==> config.mk <==
export PLATFORM = sky130hd
export DESIGN_NAME = stk_unit
export DESIGN_NICKNAME = d
export VERILOG_FILES = /design/src/rtl/stk_pkg.sv /design/src/rtl/stk_cond_cost.sv /design/src/rtl/stk_sp_reg.sv /design/src/rtl/stk_word_buf.sv /design/src/rtl/stk_unit.sv
export SDC_FILE = /design/constraint.sdc
export NUM_CORES = 1
export LEC_CHECK = 0
export ABC_AREA = 1
export CORE_MARGIN = 2
export CORE_UTILIZATION = 31
export DETAILED_ROUTE_END_ITERATION = 6
export PLACE_DENSITY = 0.71
export SYNTH_ARGS = -nofsm -noshare
export SYNTH_HDL_FRONTEND = slang
export SYNTH_SLANG_ARGS = --single-unit
==> constraint.sdc <==
create_clock -name clk -period 6.14 [get_ports clk]
set_input_delay 1.228 -clock clk [delete_from_list [all_inputs] [get_ports clk]]
set_output_delay 1.228 -clock clk [all_outputs]
set_load 0.005 [all_outputs]
==> src/rtl/stk_pkg.sv <==
package stk_pkg;

    typedef enum logic [2:0] {
        OP_CALL  = 3'd0,
        OP_CALLC = 3'd1,
        OP_RET   = 3'd2,
        OP_RETC  = 3'd3,
        OP_RST   = 3'd4,
        OP_PUSH  = 3'd5,
        OP_POP   = 3'd6,
        OP_JMPC  = 3'd7
    } stk_op_e;

    typedef enum logic [1:0] {
        ST_IDLE  = 2'd0,
        ST_BYTE0 = 2'd1,
        ST_BYTE1 = 2'd2,
        ST_DONE  = 2'd3
    } stk_state_e;

    typedef struct packed {
        logic s;
        logic p;
        logic cy;
        logic z;
    } stk_flags_t;

    localparam int TS_W = 5;

    // cond[2:1] picks the flag, cond[0] is the value needed
    function automatic logic cond_met(logic [2:0] cc, stk_flags_t f);
        logic sel;
        case (cc[2:1])
            2'd0:    sel = f.z;
            2'd1:    sel = f.cy;
            2'd2:    sel = f.p;
            default: sel = f.s;
        endcase
        return sel == cc[0];
    endfunction

    function automatic logic is_conditional(stk_op_e o);
        return (o == OP_CALLC) || (o == OP_RETC) || (o == OP_JMPC);
    endfunction

    function automatic logic is_writer(stk_op_e o);
        return (o == OP_CALL) || (o == OP_CALLC) || (o == OP_RST) || (o == OP_PUSH);
    endfunction

    function automatic logic is_reader(stk_op_e o);
        return (o == OP_RET) || (o == OP_RETC) || (o == OP_POP);
    endfunction

    function automatic logic moves_pc(stk_op_e o);
        return (o != OP_PUSH) && (o != OP_POP);
    endfunction

    // T-state cost per operation and outcome
    function automatic logic [TS_W-1:0] op_cost(stk_op_e o, logic taken);
        case (o)
            OP_CALL:  return 5'd18;
            OP_CALLC: return taken ? 5'd18 : 5'd9;
            OP_RET:   return 5'd10;
            OP_RETC:  return taken ? 5'd12 : 5'd6;
            OP_RST:   return 5'd12;
            OP_PUSH:  return 5'd12;
            OP_POP:   return 5'd10;
            default:  return taken ? 5'd10 : 5'd7;
        endcase
    endfunction

endpackage

==> src/rtl/stk_cond_cost.sv <==
module stk_cond_cost
    import stk_pkg::*;
(
    input  stk_op_e          op,
    input  logic [2:0]       cc,
    input  stk_flags_t       flags,
    output logic             taken,
    output logic [TS_W-1:0]  cost
);
    always_comb begin
        taken = is_conditional(op) ? cond_met(cc, flags) : 1'b1;
        cost  = op_cost(op, taken);
    end
endmodule

==> src/rtl/stk_sp_reg.sv <==
module stk_sp_reg #(
    parameter int             AW     = 16,
    parameter logic [AW-1:0]  RST_VAL = '0
) (
    input  logic           clk,
    input  logic           rst,
    input  logic           dec,
    input  logic           inc,
    output logic [AW-1:0]  sp
);
    localparam logic [AW-1:0] ONE = AW'(1);

    // Natural AW-bit arithmetic gives the modulo wrap
    always_ff @(posedge clk) begin
        if (rst)      sp <= RST_VAL;
        else if (dec) sp <= sp - ONE;
        else if (inc) sp <= sp + ONE;
    end
endmodule

==> src/rtl/stk_word_buf.sv <==
module stk_word_buf #(
    parameter int DW = 8
) (
    input  logic            clk,
    input  logic            rst,
    input  logic            load,
    input  logic [2*DW-1:0] load_val,
    input  logic            cap,
    input  logic            hi_sel,
    input  logic [DW-1:0]   rbyte,
    output logic [DW-1:0]   wbyte,
    output logic [2*DW-1:0] word
);
    always_ff @(posedge clk) begin
        if (rst) begin
            word <= '0;
        end else if (load) begin
            word <= load_val;
        end else if (cap) begin
            if (hi_sel) word[2*DW-1:DW] <= rbyte;
            else        word[DW-1:0]    <= rbyte;
        end
    end

    assign wbyte = hi_sel ? word[2*DW-1:DW] : word[DW-1:0];
endmodule

==> src/rtl/stk_unit.sv <==
module stk_unit
    import stk_pkg::*;
#(
    parameter int             DW       = 8,
    parameter int             AW       = 2 * DW,
    parameter logic [AW-1:0]  SP_RESET = '0
) (
    input  logic             clk,
    input  logic             rst,
    input  logic             start,
    input  logic [2:0]       op,
    input  logic [2:0]       cond,
    input  logic             flag_z,
    input  logic             flag_cy,
    input  logic             flag_p,
    input  logic             flag_s,
    input  logic [AW-1:0]    pc_in,
    input  logic [AW-1:0]    target,
    input  logic [AW-1:0]    pair_in,
    input  logic [2:0]       rst_num,
    output logic [AW-1:0]    mem_addr,
    output logic             mem_we,
    output logic [DW-1:0]    mem_wdata,
    output logic             mem_re,
    input  logic [DW-1:0]    mem_rdata,
    output logic [AW-1:0]    pc_out,
    output logic             pc_load,
    output logic [AW-1:0]    pair_out,
    output logic [AW-1:0]    sp_out,
    output logic             done,
    output logic             busy,
    output logic [TS_W-1:0]  tstates
);
    localparam logic [AW-1:0] ONE = AW'(1);

    stk_op_e          op_in;
    stk_flags_t       flags_in;
    logic             taken_in;
    logic [TS_W-1:0]  cost_in;

    stk_state_e       state;
    stk_op_e          op_q;
    logic             taken_q;
    logic [AW-1:0]    dest_q;
    logic [TS_W-1:0]  cost_q;

    logic             accept;
    logic             in_xfer;
    logic             hi_sel;
    logic [AW-1:0]    word;
    logic [AW-1:0]    push_val;
    logic [AW-1:0]    vector;

    assign op_in    = stk_op_e'(op);
    assign flags_in = '{s: flag_s, p: flag_p, cy: flag_cy, z: flag_z};

    stk_cond_cost u_cond (
        .op    (op_in),
        .cc    (cond),
        .flags (flags_in),
        .taken (taken_in),
        .cost  (cost_in)
    );

    assign accept   = start && (state == ST_IDLE);
    assign vector   = AW'({rst_num, 3'b000});
    assign push_val = (op_in == OP_PUSH) ? pair_in : pc_in;

    always_ff @(posedge clk) begin
        if (rst) begin
            state   <= ST_IDLE;
            op_q    <= OP_CALL;
            taken_q <= 1'b0;
            dest_q  <= '0;
            cost_q  <= '0;
        end else begin
            case (state)
                ST_IDLE: if (accept) begin
                    op_q    <= op_in;
                    taken_q <= taken_in;
                    cost_q  <= cost_in;
                    dest_q  <= (op_in == OP_RST) ? vector : target;
                    state   <= (taken_in && (is_writer(op_in) || is_reader(op_in)))
                               ? ST_BYTE0 : ST_DONE;
                end
                ST_BYTE0: state <= ST_BYTE1;
                ST_BYTE1: state <= ST_DONE;
                default:  state <= ST_IDLE;
            endcase
        end
    end

    assign in_xfer = (state == ST_BYTE0) || (state == ST_BYTE1);
    assign mem_we  = in_xfer && is_writer(op_q);
    assign mem_re  = in_xfer && is_reader(op_q);
    // writes go high byte first, reads low byte first
    assign hi_sel  = is_writer(op_q) ? (state == ST_BYTE0) : (state == ST_BYTE1);
    assign mem_addr = mem_we ? (sp_out - ONE) : sp_out;

    stk_sp_reg #(.AW(AW), .RST_VAL(SP_RESET)) u_sp (
        .clk (clk),
        .rst (rst),
        .dec (mem_we),
        .inc (mem_re),
        .sp  (sp_out)
    );

    stk_word_buf #(.DW(DW)) u_word (
        .clk      (clk),
        .rst      (rst),
        .load     (accept),
        .load_val (push_val),
        .cap      (mem_re),
        .hi_sel   (hi_sel),
        .rbyte    (mem_rdata),
        .wbyte    (mem_wdata),
        .word     (word)
    );

    assign done     = (state == ST_DONE);
    assign busy     = (state != ST_IDLE);
    assign pc_load  = done && taken_q && moves_pc(op_q);
    assign pc_out   = is_reader(op_q) ? word : dest_q;
    assign pair_out = word;
    assign tstates  = cost_q;

endmodule

==> qor.yml, run 1 <==
placement:
  dpl_cell_area_mm2: 0.005598
  dp_hpwl_mm: 10.16
  place_ws_ps: 2057
  numPortBuffers: 153
  routabilityCongestion: 0.9476
floorplan:
  ioPinCount: 154
  rows: 41
  start_util: 0.3164
  coreArea_mm2: 0.01262
  die_w_um: 117.5
  die_h_um: 117.5
  dieArea_mm2: 0.01380
hold_path:
  hold_class: "reg2reg"
setup_path:
  r2r_start: "state[1]$_SDFFE_PP0P_"
  critPathRequiredTime_ps: 4910
  crit_path_start_kind: "flip-flop"
  r2r_slack_ps: 3440
  path_class: "reg2out"
  path_max_fanout: 20
  worstSetupEndpointType: "primary output"
  worstPathArrival_ps: 3280
  r2r_cells: 9
  setup.worst_path.start: "state[1]$_SDFFE_PP0P_"
  crit_end: "mem_addr[3]"
  reg2reg_to: "u_sp.sp[0]$_SDFFE_PP0P_"
sta:
  drv_slew: 0
  finClkSkew_ps: 6.975
  setup_viol: 0
  fin_crit_sh: 0.7348
  hold_viol_final: 0
  slew_headroom: 0.3670
  rsz0062_at_grt: "no"
  fin_setup_tns_ps: 0
  fmax_mhz: 221.6
  holdWs_ps: 467.5
  finalWorstSetupSlack_ps: 1628
  tightest_slew_ps: 948.0
  period_minus_slack_ps: 4512
clock_tree:
  cts_hold_buf: 0
  clkTransAtPathRegs_ps: 60
  clk_latency_ps: 330
  cts_buffers: 9
  cts_tree: "yes"
  cts_sinks: 59
  h-tree-depth: 3
  cts_buffer_depth: 2
  post_cts_buffers: 0
  cts_repair_resize_count: 0
  cts_root_buffer: "clkbuf_16"
pwr:
  power_mw: 2.820
  vdd_drop_max_mv: 0.2124
  clockPowerShare: 0.171
  power_density_mw_per_mm2: 479.6
  p_leak_nw: 2.513
  switching_share: 0.4489
  p_sw_mw: 1.266
  p_int_mw: 1.554
  p_seq_frac: 0.230
  p_comb_frac: 0.599
routing:
  vias_per_cell: 4.898
  drc_errors: 0
  routed_wl_mm: 13.64
  drtIter0Drc: 470
  vias: 4697
  detail-route-antenna-nets: 0
  post_drt_wl_per_cell_um: 14.22
  first_pass_iters: 5
global_route:
  grt.busiest_layer: "met2"
  met3_usage: 0.06105
  overflow: 0
  antenna_found_initial: 0
  grt_pass1_wl_mm: 22.37
  gr-usage-all-layers: 0.1993
  grt_pass1_vias: 4545
  grtUsageMet1: 0.2517
  use_met2: 0.3297
  grt_start_max_net_pins: 65
final_layout:
  final_nets: 863
  area_growth_pct: 47.29
  fillers: 1320
  fin_area_mm2: 0.005881
  diodes: 0
  layout-drive-gt1-share: 0.05718
synth:
  avgSynthCellArea_um2: 6.171
  ys_ff_latch: 59
  synthArstFlopShare: 0
  synth_edf_count: 0
  netlist_area_mm2: 0.003993
  yosysSeqAreaShare: 0.2958
  yosysWarnings: 0
  synth_nets: 728
  yosysMostFrequentCell: "nand2_1"
  synthTopCellsByArea: "dfxtp_1 (30%), nand2_1 (18%), o21ai_0 (9.0%), a21oi_1 (8.5%), inv_1 (5.3%)"
  synth.top_cell.area_share: 0.2958
  syn_inst: 647
  synthTopCellsByCount: "nand2_1 (196), o21ai_0 (72), a21oi_1 (68), dfxtp_1 (59), inv_1 (56)"
  synth_ff_type: "dfxtp_1"
  synth_top_cell_by_area: "dfxtp_1"
  synthDistinctLibCells: 35
run_status:
  status: "finished, final reports clean"
job:
  drv_cap: 0
worst max-delay path, cell delays in order (launching register included):
cell and delay [ps]:
dfxtp_1 400, inv_1 90, ha_1 280, inv_1 110
nor2_2 680, buf_4 340, inv_2 160, a21oi_1 140
o21ai_0 110, o21ai_0 100, clkdlybuf4s50_1 530
kinds of logic (layout without fill, tap and decap cells):
group	count (synthesis)	count (layout)	synth area share
adder cells (fa/ha/maj)	9	9	0.02820
AO/OA/AOI/OAI	163	163	0.2194
flip-flops	59	59	0.2958
AND/OR/NAND/NOR	315	315	0.3416
buffers and inverters	94	234	0.09965
XOR/XNOR	7	7	0.01536
routing by layer:
| layer | up-vias | routed length (um) | share of wire |
|---|---|---|---|
| met5 | - | 0 | 0 |
| met4 | 0 | 147 | 0.011 |
| met3 | 14 | 1229 | 0.090 |
| met2 | 215 | 6307 | 0.46 |
| met1 | 2067 | 5956 | 0.44 |
| li1 | 2401 | - | - |
layout make-up:
class	instances	area, um2	area share
clock buffers	9	225.2	0.03830
clock inverters	7	57.56	0.009787
inverters	63	241.5	0.04106
multi-input cells	494	2414	0.4104
flip-flops and latches	59	1181	0.2009
well taps	172	215.2	0.03660
repair buffers	155	1546	0.2630
worst min-delay path by stage:
stage	startpoint	to	slack, ps	depth (start not counted)
6_report	tstates[3]$_SDFFE_PP0P_	tstates[3]$_SDFFE_PP0P_	470	2
5_1_grt	tstates[0]$_SDFFE_PP0P_	tstates[0]$_SDFFE_PP0P_	490	2
4_1_cts	tstates[3]$_SDFFE_PP0P_	tstates[3]$_SDFFE_PP0P_	470	2
3_5_place_dp	tstates[3]$_SDFFE_PP0P_	tstates[3]$_SDFFE_PP0P_	460	2
3_3_place_gp	tstates[3]$_SDFFE_PP0P_	tstates[3]$_SDFFE_PP0P_	460	2
2_1_floorplan	op_q[2]$_SDFFE_PP0P_	op_q[2]$_SDFFE_PP0P_	440	2
power groups by stage:
stage	clock network, mW	registers (mW)	logic [mW]
2_1_floorplan	0	0.606	0.950
3_3_place_gp	0	0.651	1.66
3_5_place_dp	0	0.652	1.67
4_1_cts	0.492	0.646	1.68
5_1_grt	0.513	0.667	1.88
6_report	0.483	0.648	1.69
registers in the layout (all words and copies together), names as in the netlist:
register	count
dest_q	16
op_q	3
taken_q	1
state	2
tstates	5
u_sp.sp	16
u_word.word	16
cells in the final DEF (no fill, tap or decap), types with 3 or more instances in the layout:
| cell type | count |
|---|---|
| o21ai_1 | 3 |
| nand4_1 | 7 |
| clkdlybuf4s50_1 | 153 |
| nand3_1 | 42 |
| a31oi_1 | 3 |
| clkbuf_16 | 9 |
| inv_6 | 3 |
| a21oi_1 | 68 |
| nor2_1 | 41 |
| nand2_2 | 4 |
| xor2_1 | 7 |
| nand2_1 | 196 |
| inv_2 | 5 |
| nor3_1 | 13 |
| o21ai_0 | 72 |
| o211ai_1 | 10 |
| inv_1 | 56 |
| dfxtp_1 | 59 |
| ha_1 | 9 |
| nor2_4 | 3 |
through the flow:
step	util	instances
CTS	0.4660	959
global route	0.4660	959
floorplan	-	647
global placement	0.4436	943
finish	0.4660	959
detailed placement	0.4436	943
No activity file was read; power rests on OpenSTA's default activity.
==> inputs of run 2 (changes only) <==
==> constraint.sdc (replaced) <==
create_clock -name clk -period 4.2 [get_ports clk]
set_input_delay 0.84 -clock clk [delete_from_list [all_inputs] [get_ports clk]]
set_output_delay 0.84 -clock clk [all_outputs]
set_load 0.005 [all_outputs]
==> qor.yml, run 2 (same netlist as run 1, synthesis figures left out) <==
final_layout:
  final_common_cell: "nand2_1"
  stdcell_count: 960  # +0.10%
  final_nets: 864  # +0.12%
  fillers: 1336  # +1.2%
  diodes: 0  # unchanged
  fin_area_mm2: 0.005912  # +0.53%
  top_regs: "dest_q: 16 flops, u_sp.sp: 16 flops, u_word.word: 16 flops"
  area_growth_pct: 48.07
  layout-drive-gt1-share: 0.05584  # -0.001342
  layout_common_cells: "nand2_1 (196), clkdlybuf4s50_1 (153), o21ai_0 (72), a21oi_1 (68), dfxtp_1 (59)"
routing:
  detail-route-antenna-nets: 0  # unchanged
  drtIter0Drc: 315  # -33%
  routed_wl_mm: 13.40  # -1.8%
  drc_errors: 0  # unchanged
  vias_per_cell: 4.877  # -0.42%
  vias: 4682  # -0.32%
  first_pass_iters: 5  # unchanged
  post_drt_wl_per_cell_um: 13.96  # -1.9%
setup_path:
  path_class: "reg2out"
  slowest_stage: "clkdlybuf4s50_1"
  crit_family: "buffers and inverters"
  crit_path_start_kind: "flip-flop"
  worstPathCellList: "inv_1 -> ha_1 -> inv_1 -> nor2_2 -> buf_4 -> inv_2 -> a21oi_1 -> o21ai_0 -> o21ai_0 -> clkdlybuf4s50_1"
  r2r_cells: 7  # -2
  worstSetupEndpointType: "primary output"
  crit_buf_inv: 5  # unchanged
  worstPathArrival_ps: 2770  # -510 ps
  crit_path_max_incr_delay_ps: 530  # -150 ps
  crit_cells: 10  # unchanged
  critPathRequiredTime_ps: 3360  # -1550 ps
  path_max_fanout: 35  # +75%
clock_tree:
  cts_repair_resize_count: 0  # unchanged
  cts_tree: "yes"
  h-tree-depth: 3  # unchanged
  cts_buffers: 9  # unchanged
  post_cts_buffers: 0  # unchanged
  cts_sinks: 59  # unchanged
  clkTransAtPathRegs_ps: 50  # about the same
  cts_root_buffer: "clkbuf_16"
  cts_hold_buf: 0  # unchanged
  cts_buffer_depth: 2  # unchanged
  clk_latency_ps: 330  # about the same
sta:
  slew_headroom: 0.4774  # +0.1104
  period_minus_slack_ps: 3608
  hold_viol_final: 0  # unchanged
  tightest_slew_ps: 782.7  # -165.3 ps
  finClkSkew_ps: 5.115  # -1.860 ps
  rsz0062_at_grt: "no"
  fmax_mhz: 277.2
  setup_viol: 0  # unchanged
  finalWorstSetupSlack_ps: 591.8  # -1036 ps
  fin_setup_tns_ps: 0  # unchanged
  fin_crit_sh: 0.8591
  drv_slew: 0  # unchanged
floorplan:
  coreArea_mm2: 0.01262  # unchanged
  die_w_um: 117.5  # unchanged
  dieArea_mm2: 0.01380  # unchanged
  ioPinCount: 154  # unchanged
  die_h_um: 117.5  # unchanged
  start_util: 0.3164  # unchanged
  rows: 41  # unchanged
pwr:
  vdd_drop_max_mv: 0.3047  # +43%
  power_density_mw_per_mm2: 701.0  # +46%
  switching_share: 0.4305  # -0.01840
  p_sw_mw: 1.784  # +41%
  power_mw: 4.144  # +47%
  p_int_mw: 2.360  # +52%
  p_leak_nw: 2.529  # +0.65%
  p_seq_frac: 0.229  # about the same
  clockPowerShare: 0.182  # +0.011
  p_comb_frac: 0.589  # -0.010
hold_path:
  hold_class: "reg2reg"
  hold_depth: 2  # unchanged
placement:
  routabilityCongestion: 0.8975  # -5.3%
  dp_hpwl_mm: 10.09  # -0.67%
  place_inst: 944  # +0.11%
  dpl_cell_area_mm2: 0.005605  # +0.13%
  place_ws_ps: 959.8  # -1097 ps
  numPortBuffers: 153  # unchanged
global_route:
  grt_pass1_vias: 4323  # -4.9%
  grt_pass1_wl_mm: 21.47  # -4.0%
  gr-usage-all-layers: 0.1937  # -0.005607
  overflow: 0  # unchanged
  antenna_found_initial: 0  # unchanged
  grt_start_max_net_pins: 52  # -20%
run_status:
  status: "finished, final reports clean"
job:
  drv_cap: 0  # unchanged
==> run 2: cell type report <==
type | count | area (um2) | share of cell area
multi-input cells | 494 | 2414 | 0.4083
repair buffers | 156 | 1554 | 0.2629
flip-flops and latches | 59 | 1181 | 0.1998
clock buffers | 13 | 260.3 | 0.04402
inverters | 63 | 241.5 | 0.04085
well taps | 172 | 215.2 | 0.03640
clock inverters | 3 | 46.29 | 0.007831
==> run 2: power by group through the flow <==
stage	clock [mW]	sequential [mW]	combinational, mW
finish	0.755	0.949	2.44
global route	0.796	0.977	2.73
CTS	0.773	0.949	2.45
detailed placement	0	0.956	2.44
global placement	0	0.958	2.42
floorplan	0	0.887	1.39
==> run 2: final timing paths <==
path	start	end	slack, ps
worst max-delay path	state[1]$_SDFFE_PP0P_	mem_addr[3]	590
worst min-delay path	tstates[0]$_SDFFE_PP0P_	tstates[0]$_SDFFE_PP0P_	480
worst max register to register	state[0]$_SDFFE_PP0P_	dest_q[13]$_SDFFE_PP0P_	1910
worst min register to register	tstates[0]$_SDFFE_PP0P_	tstates[0]$_SDFFE_PP0P_	480
==> run 2: tightest hold or removal path, delay by kind of cell, from the launching register on <==
| family | cells | cell delay (ps) |
|---|---|---|
| AO/OA/AOI/OAI | 1 | 60 |
| AND/OR/NAND/NOR | 1 | 60 |
| flip-flops | 1 | 310 |
==> run 2: layer usage <==
layer  track usage  vias to the layer above  part of all wire
met2        0.3253                      207              0.46
met1        0.2259                     2055              0.41
met5             0                        -                 0
met3       0.07897                       20              0.11
li1              -                     2400                 -
met4       0.05949                        0             0.021
==> run 2: stage by stage <==
step	util	hold WS, ps
2_1_floorplan	-	444.9
3_3_place_gp	0.4442	461.9
3_5_place_dp	0.4442	466.5
4_1_cts	0.4685	474.9
5_1_grt	0.4685	492.5
6_report	0.4685	476.3
